[src/rtl/tmr_caprel.sv]
module tmr_caprel #(
  parameter int W = 16
) (
  input  logic         clk,
  input  logic         rst_n,
  input  logic         cnt_en,
  input  logic         cnt_down,
  input  logic         core_wr,
  input  logic [W-1:0] core_wdata,
  input  logic [1:0]   a0_mode,
  input  logic [1:0]   a0_edge,
  input  logic         a0_pin,
  input  logic         a0_wr,
  input  logic [W-1:0] a0_wdata,
  input  logic [1:0]   a1_mode,
  input  logic [1:0]   a1_edge,
  input  logic         a1_pin,
  input  logic         a1_wr,
  input  logic [W-1:0] a1_wdata,
  output logic [W-1:0] core_cnt,
  output logic         tgl,
  output logic [W-1:0] a0_val,
  output logic [W-1:0] a1_val,
  output logic         a0_capf,
  output logic         a1_capf
);
  localparam logic [1:0] M_CAP = 2'b01;
  localparam logic [1:0] M_PRL = 2'b10;
  localparam logic [1:0] M_LRL = 2'b11;
  localparam logic [W-1:0] TOP = '1;

  logic [W-1:0]       core_q;
  logic               tgl_q;
  logic [1:0][W-1:0]  aux_q;
  logic [1:0]         capf_q;
  logic [1:0][2:0]    sync_q;

  logic [1:0][1:0]    mode, esel;
  logic [1:0][W-1:0]  wdat;
  logic [1:0]         pin, wr;
  logic [1:0]         hit, cap_ev, rl_ev;
  logic               wrap, lat_up, lat_dn;
  logic [W-1:0]       core_nx;

  assign mode = {a1_mode, a0_mode};
  assign esel = {a1_edge, a0_edge};
  assign wdat = {a1_wdata, a0_wdata};
  assign pin  = {a1_pin, a0_pin};
  assign wr   = {a1_wr, a0_wr};

  assign wrap   = cnt_en && !core_wr && (cnt_down ? (core_q == '0) : (core_q == TOP));
  assign lat_up = wrap && !tgl_q;
  assign lat_dn = wrap && tgl_q;

  always_comb begin
    for (int i = 0; i < 2; i++) begin
      hit[i]    = (esel[i][0] && sync_q[i][1] && !sync_q[i][2]) ||
                  (esel[i][1] && !sync_q[i][1] && sync_q[i][2]);
      cap_ev[i] = (mode[i] == M_CAP) && hit[i];
      rl_ev[i]  = ((mode[i] == M_PRL) && hit[i]) ||
                  ((mode[i] == M_LRL) && ((esel[i][0] && lat_up) || (esel[i][1] && lat_dn)));
    end
  end

  always_comb begin
    if (core_wr)       core_nx = core_wdata;
    else if (rl_ev[0]) core_nx = aux_q[0];
    else if (rl_ev[1]) core_nx = aux_q[1];
    else if (cnt_en)   core_nx = cnt_down ? core_q - 1'b1 : core_q + 1'b1;
    else               core_nx = core_q;
  end

  always_ff @(posedge clk or negedge rst_n) begin
    if (!rst_n) begin
      core_q <= '0;
      tgl_q  <= 1'b0;
    end else begin
      core_q <= core_nx;
      if (wrap) tgl_q <= !tgl_q;
    end
  end

  for (genvar g = 0; g < 2; g++) begin : g_aux
    always_ff @(posedge clk or negedge rst_n) begin
      if (!rst_n) begin
        aux_q[g]  <= '0;
        capf_q[g] <= 1'b0;
        sync_q[g] <= '0;
      end else begin
        sync_q[g] <= {sync_q[g][1:0], pin[g]};
        if (cap_ev[g]) begin
          aux_q[g]  <= core_q;
          capf_q[g] <= 1'b1;
        end else if (wr[g]) begin
          aux_q[g]  <= wdat[g];
          capf_q[g] <= 1'b0;
        end
      end
    end
  end

  assign core_cnt = core_q;
  assign tgl      = tgl_q;
  assign a0_val   = aux_q[0];
  assign a1_val   = aux_q[1];
  assign a0_capf  = capf_q[0];
  assign a1_capf  = capf_q[1];
endmodule


[config.mk]
export PLATFORM = sky130hd
export DESIGN_NAME = tmr_caprel
export DESIGN_NICKNAME = d
export VERILOG_FILES = /design/src/rtl/tmr_caprel.sv
export SDC_FILE = /design/constraint.sdc
export NUM_CORES = 1
export LEC_CHECK = 0
export BUFFER_PORTS_ARGS = -buffer_cell sky130_fd_sc_hd__buf_2
export CORE_MARGIN = 1
export CORE_UTILIZATION = 53
export DETAILED_ROUTE_END_ITERATION = 8
export HOLD_SLACK_MARGIN = 0.15
export PLACE_DENSITY = 0.81
export SETUP_SLACK_MARGIN = 0.2
export SYNTH_ARGS = -nofsm -noshare
export SYNTH_HDL_FRONTEND = slang
export SYNTH_SLANG_ARGS = --single-unit
[constraint.sdc]
create_clock -name clk -period 3.1 [get_ports clk]
set_input_delay 0.465 -clock clk [delete_from_list [all_inputs] [get_ports clk]]
set_output_delay 0.465 -clock clk [all_outputs]
set_load 0.02 [all_outputs]
==> results summary, run 1 <==
By area the synthesized netlist is led by sky130_fd_sc_hd__dfrtp_1 (36%), sky130_fd_sc_hd__mux2i_1 (9.3%), sky130_fd_sc_hd__o21ai_0 (6.2%), sky130_fd_sc_hd__nand2_1 (5.6%), sky130_fd_sc_hd__ha_1 (4.4%). sky130_fd_sc_hd__nand2_1 is the most common cell in the netlist. The wire length of the first global-routing pass came out at 19.4 mm. The mean instance size in the synthesized netlist came out at 8.88 sq um. The async set-reset flop share out of synthesis is 100%.

The slack of the worst reg-to-reg path came out at 450 ps. Summing all multi-input logic gate instances after layout gives 2390 sq um. After detailed routing, the number of vias per cell comes to 6.14. The depth of the worst register-to-register path is 7. The half-perimeter wire length after detailed placement is 8.94 mm. The smallest clock period supported by the final layout is computed as 2650 ps.

In this run, distinct cell masters in the synthesized netlist total 68. The floorplan die width came out at 88.7 um. In this run, synthesis inferred 0 flip-flops with an integrated enable. In this run the power density over the cells is 643 nW/um^2. The slew at the pin closest to its max-slew limit is 1020 ps. The final worst clock skew is 5.73 ps. 0 antenna diodes ended up in the layout. The worst setup path is launched from a flip-flop. Yosys printed 0 warnings. By count the netlist is led by sky130_fd_sc_hd__nand2_1 (59), sky130_fd_sc_hd__dfrtp_1 (57), sky130_fd_sc_hd__o21ai_0 (49). The sum of negative setup slack is 0 ps. The floorplan has 31 rows. The clock insertion delay at the later pin of the skew report came out at 350 ps. In the synthesized netlist the dominant register cell turns out to be sky130_fd_sc_hd__dfrtp_1. The level count of the clock H-tree is 3. The effective utilization at floorplan is 54.9%.

STA puts the critical path data arrival time at 2900 ps. The achievable frequency came out at 377 MHz. Cells with a size suffix above 1 make up 27.0% of the layout. In this run the static leakage power is 2.29 nW. After clock tree synthesis, the repair step resized 0 gates. The critical-path maximum fanout came out at 15.

The sequential element share of the synthesized area came out at 35.8%. The number of violations reported at the end of detailed-routing iteration 0 is 346. The total core area is 7250 sq um. The endpoint of the worst-slack reg-to-reg timing path is core_cnt[10]$_DFFE_PN0P_. The post-synthesis to final-layout area growth is 21.7%.

In this run the worst setup path terminates at core_cnt[10]$_DFFE_PN0P_. The worst register-to-register path begins at core_cnt[3]$_DFFE_PN0P_. The area of the mapped netlist is 3980 sq um.

116 I/O pins were placed. The final setup violation count came out at 0. The flow ran to the end, and the final reports show no timing, DRC or antenna violations. The number of synthesized register bits came out at 57.

The cell count after synthesis came out at 448. The portion of synthesized cell area occupied by the leading cell type is 35.8%. The full die area came out at 7860 sq um. Setup repair after global routing left no endpoint under its margin. In this run the tightest slew margin relative to its limit is 32.0%. The clock transition at the register clock pins on the worst setup and hold paths after CTS is 70 ps. The overall routed net length came out at 12.3 mm. For this block, the via count after detailed routing is 4038.

The type of the tightest min-delay check is primary input to flip-flop. The data required time at the worst endpoint is 3350 ps. The number of pins with negative max-slew slack in the final report was 0. The number of setup buffers added after CTS came out at 0.

The number of nets handed over by synthesis was 528. The number of filler cells placed in the layout came out at 606. The clock net in this run drives a total of 57 sinks. The average wire per standard cell came out at 18.7 um.

Routability-driven placement finished with a final weighted congestion of 0.901. The initial antenna violation count is 0. TritonCTS built the clock tree.

The largest buffer count on any clock path is 2. The startpoint-to-endpoint class of the critical path is flip-flop to flip-flop. For this run the aggregate overflow at the end of global routing stands at 0.

The sequential standard cell area came out at 1430 sq um. TritonCTS created 9 clock buffers. Before antenna repair, the detailed router went through 5 iterations. The biggest area contributor in the post-synthesis netlist is sky130_fd_sc_hd__dfrtp_1. The via count of the first global-routing pass was 3810. The final clock period utilization by the worst path came out at 85.6%. The launching element of the worst setup path is core_cnt[3]$_DFFE_PN0P_.

The share of the core filled with cells is 66.8%. The layout net count came out at 634. Entering global routing, the biggest net connects 46 pins.

The number of buffers added to fix hold violations after cts is 0. The detailed-route DRC error count came out at 0. The worst setup path is captured at a flip-flop. Measured along the y axis, the die boundary spans 88.7 um.

The max-cap check violation count came out at 0. Across the VDD grid, the largest voltage drop is 0.377 mV. The number of port buffers came out at 115. The number of hold-slack violations in the final timing report is 0.

CTS placed an instance of sky130_fd_sc_hd__clkbuf_8 at the clock tree root. The global-route usage over all layers came out at 32.8%. The number of antenna-violating nets in the routed design came out at 0.
==> worst min-delay path by stage <==
stage                     slack (ps)                 from  cells after the start             endpoint
after floorplan                  170                rst_n                      0  a0_capf$_DFFE_PN0P_
after global placement           330  sync_q[0]$_DFF_PN0_                      0  sync_q[1]$_DFF_PN0_
after detailed placement         350  sync_q[3]$_DFF_PN0_                      0  sync_q[4]$_DFF_PN0_
after CTS                        210               a0_pin                      1  sync_q[0]$_DFF_PN0_
after global routing             220               a1_pin                      1  sync_q[3]$_DFF_PN0_
final                            220               a0_pin                      1  sync_q[0]$_DFF_PN0_
==> placed cells by master (no fill, tap or decap), types with 7 or more instances in the layout <==
master	instances
sky130_fd_sc_hd__buf_2	115
sky130_fd_sc_hd__a211oi_1	7
sky130_fd_sc_hd__dfrtp_1	57
sky130_fd_sc_hd__or3_1	7
sky130_fd_sc_hd__ha_1	14
sky130_fd_sc_hd__nand2_1	59
sky130_fd_sc_hd__a21oi_1	23
sky130_fd_sc_hd__mux2i_1	37
sky130_fd_sc_hd__nand3_1	9
sky130_fd_sc_hd__nor2b_1	11
sky130_fd_sc_hd__buf_4	7
sky130_fd_sc_hd__a21o_1	9
sky130_fd_sc_hd__clkbuf_8	10
sky130_fd_sc_hd__o21ai_0	49
sky130_fd_sc_hd__a22oi_1	7
sky130_fd_sc_hd__nor2_1	22
==> registers in the layout, indices dropped and copies added (netlist names) <==
name      count
a1_val       16
tgl           1
sync_q        6
a0_capf       1
core_cnt     16
a0_val       16
a1_capf       1
==> critical path, stage by stage, from the launching register on <==
cell and delay, ps:
sky130_fd_sc_hd__dfrtp_1 510, sky130_fd_sc_hd__or4b_1 570, sky130_fd_sc_hd__nand2b_1 220, sky130_fd_sc_hd__nor3_4 250, sky130_fd_sc_hd__o21a_4 290, sky130_fd_sc_hd__or4_1 350, sky130_fd_sc_hd__nand2_4 110, sky130_fd_sc_hd__o31ai_1 260
==> through the flow <==
| step | hold WS [ps] | std cells | power (mW) | instance area (sq um) | setup slack (ps) |
|---|---|---|---|---|---|
| 3_5_place_dp | 346 | 642 | 2.20 | 4600 | 232 |
| 3_3_place_gp | 334 | 642 | 2.17 | 4600 | 309 |
| 6_report | 221 | 658 | 3.11 | 4840 | 445 |
| 5_1_grt | 221 | 658 | 3.26 | 4840 | 288 |
| 4_1_cts | 214 | 658 | 3.08 | 4840 | 456 |
| 2_1_floorplan | 169 | 448 | 1.78 | 3980 | 689 |
==> kinds of logic after synthesis <==
kind of cell / share of synthesized area, %
DFF: 35.8
xor gates and xnor gates: 1.54
buffers and inverters: 4.12
adders and majority gates: 4.90
and+or+nand+nor: 20.2
muxes: 9.87
AOI/OAI and AO/OA: 23.5
==> layer usage <==
layer	global-route usage (%)	up-vias	wire, um
met4	11.4	0	249
met3	5.13	27	869
li1	-	1880	-
met1	46.4	1927	5380
met5	0	-	0
met2	51.4	204	5800
==> layout make-up <==
type | instances | share of cell area, %
multi-input cells | 357 | 49.4
repair buffers | 122 | 13.0
clock inverters | 5 | 2.12
flip-flops and latches | 57 | 29.4
inverters | 7 | 0.542
well taps | 99 | 2.56
clock buffers | 11 | 2.92
==> power by group <==
part / switching (mW) / internal [mW]
Sequential: 0.198 / 0.853
Combinational: 0.716 / 0.464
Clock: 0.327 / 0.555
Total: 1.24 / 1.87
(Power assumes the default switching activity.)
==> inputs of run 2 (changes only) <==
==> config.mk (replaced) <==
export PLATFORM = sky130hd
export DESIGN_NAME = tmr_caprel
export DESIGN_NICKNAME = d
export VERILOG_FILES = /design/src/rtl/tmr_caprel.sv
export SDC_FILE = /design/constraint.sdc
export NUM_CORES = 1
export LEC_CHECK = 0
export BUFFER_PORTS_ARGS = -buffer_cell sky130_fd_sc_hd__clkbuf_2
export CELL_PAD_IN_SITES_DETAIL_PLACEMENT = 0
export CELL_PAD_IN_SITES_GLOBAL_PLACEMENT = 1
export CORE_MARGIN = 1
export CORE_UTILIZATION = 39
export DETAILED_ROUTE_END_ITERATION = 8
export HOLD_SLACK_MARGIN = 0.15
export PLACE_DENSITY_LB_ADDON = 0.1
export SETUP_SLACK_MARGIN = 0.2
export SYNTH_ARGS = -nofsm -noshare
export SYNTH_HDL_FRONTEND = slang
export SYNTH_SLANG_ARGS = --single-unit
export TNS_END_PERCENT = 1
==> results summary, run 2 (same netlist as run 1, synthesis figures left out) <==
The flow ran to the end, and the final reports show no timing, DRC or antenna violations. Compared with the post-synthesis result, the final layout area differs by 22.3%. Adding up every negative setup slack in the final design gives 0 ps. Entering global routing, the biggest net connects 47 pins. The number of pins with negative max-slew slack in the final report is 0. 0 antenna diodes ended up in the layout. Counting the fill cells in the layout gives 998. The sequential power share came out at 35.4%.

After clock tree synthesis, the clock-pin slew on the worst setup and hold paths is 80 ps. The cell-internal power is 1.73 mW. The final-layout worst hold slack came out at 227 ps. The full die area came out at 10600 sq um. The worst-case vdd ir drop is 0.232 mV. The total clock sinks came out at 57. The number of violations reported at the end of detailed-routing iteration 0 came out at 168.

In this run the tightest slew margin relative to its limit is 43.6%. The worst hold path belongs to the class primary input to flip-flop. STA classifies the critical path endpoint as a flip-flop. For the finished layout, the period the worst path requires is 2690 ps. For the pin with the worst max-slew slack, the measured transition is 840 ps.

The final RePlAce weighted congestion is 0.880. The level count of the clock H-tree came out at 3. The count of boundary I/O pins came out at 116. Combinational logic burns 39.3% of the power. The achievable frequency came out at 372 MHz.

The critical path contains buffers and inverters numbering 0 combined. The detailed router used layers up to and including met4. The data required time at the worst endpoint is 3350 ps. Grouping stages by cell kind, the critical path spends the most delay in simple AND/OR/NAND/NOR gates. The switching power came out at 1.23 mW. The average wire per standard cell came out at 18.8 um. STA classifies the critical path startpoint as a flip-flop. The routed wire length on met2 is 6.11 mm. After layout, the design draws a total of 2.96 mW.

The via count of the routed design is 3950. The longest clock path from root to sink contains 2 buffers. The floorplan step set the die height to 103 um.

The share of the core filled with cells is 49.6%. The detailed-route DRC error count is 0. Global routing finished with a remaining overflow of 0. Setup violations remaining at the end of the flow were counted as 0. For this run, the slowest stage of the critical path takes 580 ps. Setup repair after global routing left no endpoint under its margin. The number of port buffers is 115. OpenSTA, run right after detailed placement, puts the worst setup slack at 196 ps. The core region is 9820 sq um.

The first-pass iteration count of the detailed router came out at 4. In this run the core area contains 36 standard-cell rows. The leakage power of the design is 2.30 nW.

The initial antenna violation count came to 0. Leaving out fill and tap cells, the most frequent cell in the layout is sky130_fd_sc_hd__clkbuf_2. The number of antenna-violating nets in the routed design came out at 0. The via count of the first global-routing pass is 3803. The proportion of total power due to net switching came out at 41.5%.

The wire length of the first global-routing pass came out at 20.0 mm. The layout net count came out at 636. The cell with the largest stage delay on the worst path is sky130_fd_sc_hd__dfrtp_1. Of all nets on the critical path, the largest fanout is 21. TritonCTS built the clock tree. In this run the post-CTS setup repair buffer count came out at 0.

Wire segments on met3 add up to 725 um in the final route. The startpoint-to-endpoint class of the critical path is flip-flop to flip-flop. The signal on the critical path passes through nand4_1 -> or3_4 -> o32ai_2 -> o21a_4 -> or4_1 -> nand2_4 -> o31ai_1.

The wire length on met1 came out at 5.79 mm. The share of total power in the clock network came out at 25.2%. The floorplan step set the die width to 103 um. The overall routed net length came out at 13.1 mm.

The clock insertion delay at the later pin of the skew report is 340 ps. The mean number of vias per cell came out at 5.69. The tree is rooted in a sky130_fd_sc_hd__clkbuf_8.

The top cell types in the final layout, fill and taps aside, are sky130_fd_sc_hd__clkbuf_2 (115), sky130_fd_sc_hd__nand2_1 (59), sky130_fd_sc_hd__dfrtp_1 (57), sky130_fd_sc_hd__o21ai_0 (49), sky130_fd_sc_hd__mux2i_1 (37). The HPWL after detailed placement is 9.86 mm. The effective utilization at floorplan came out at 40.5%. In the finished design, the share of the clock period the worst path needs comes to 86.7%. Data arrives at the worst endpoint at 2930 ps. The global-route usage over all layers is 25.5%. The number of buffers added by the clock tree synthesis step is 9.

The total power per unit cell area is 609 nW/um^2. The final worst clock skew is 7.54 ps. In the final layout, the share of cells above drive strength 1 is 27.1%. The number of hold-slack violations in the final timing report came out at 0. The max-cap check violation count came out at 0.

The post-route worst setup slack came out at 413 ps.
## run 2: stage by stage
stage               instance area (sq um)  cells
floorplan                            3980    448
global placement                     4650    677
detailed placement                   4650    677
CTS                                  4870    694
global route                         4870    694
finish                               4870    694
## run 2: final timing paths
| kind | start | endpoint | slack [ps] | cells past startpoint |
|---|---|---|---|---|
| worst max register to register | core_cnt[1]$_DFFE_PN0P_ | core_cnt[10]$_DFFE_PN0P_ | 410 | 7 |
| worst max-delay path | core_cnt[1]$_DFFE_PN0P_ | core_cnt[10]$_DFFE_PN0P_ | 410 | 7 |
| min in group asynchronous | rst_n | a1_val[9]$_DFFE_PN0P_ | 550 | 2 |
| max in group asynchronous | rst_n | core_cnt[9]$_DFFE_PN0P_ | 1630 | 3 |
| worst min-delay path | a1_pin | sync_q[3]$_DFF_PN0_ | 230 | 1 |
| worst min register to register | sync_q[0]$_DFF_PN0_ | sync_q[1]$_DFF_PN0_ | 360 | 0 |
## run 2: repair_timing
| action | 4_1_cts | 5_1_grt |
|---|---|---|
| hold buffers | 1 | 0 |
| gates resized for setup | 0 | 0 |
| hold endpoints to repair | 11 | 0 |
## run 2: final cells by class
class	instances	area [sq um]	share of cell area [%]
Clock inverter	4	51.3	1.05
Inverter	7	26.3	0.540
Sequential cell	57	1430	29.3
Timing Repair Buffer	124	646	13.3
Multi-Input combinational cell	357	2390	49.2
Tap cell	133	166	3.42
Clock buffer	12	155	3.19
## run 2: worst register-to-register path, stage by stage (launching register included)
cell and delay, ps:
sky130_fd_sc_hd__dfrtp_1 580, sky130_fd_sc_hd__nand4_1 140, sky130_fd_sc_hd__or3_4 460, sky130_fd_sc_hd__o32ai_2 330, sky130_fd_sc_hd__o21a_4 340, sky130_fd_sc_hd__or4_1 380, sky130_fd_sc_hd__nand2_4 120, sky130_fd_sc_hd__o31ai_1 240
## run 2: power by group through the flow
| stage | Sequential [mW] | Combinational [mW] | Clock (mW) |
|---|---|---|---|
| 3_3_place_gp | 1.06 | 1.15 | 0 |
| 4_1_cts | 1.05 | 1.17 | 0.763 |
| 3_5_place_dp | 1.06 | 1.16 | 0 |
| 6_report | 1.05 | 1.17 | 0.747 |
| 5_1_grt | 1.06 | 1.29 | 0.797 |
| 2_1_floorplan | 1.11 | 0.670 | 0 |
## run 2: routing by layer
layer  vias up  track usage, %
met5         -               0
met4         0            11.4
met3        30            4.54
met2       151            41.9
met1      1886            32.8
li1       1883               -
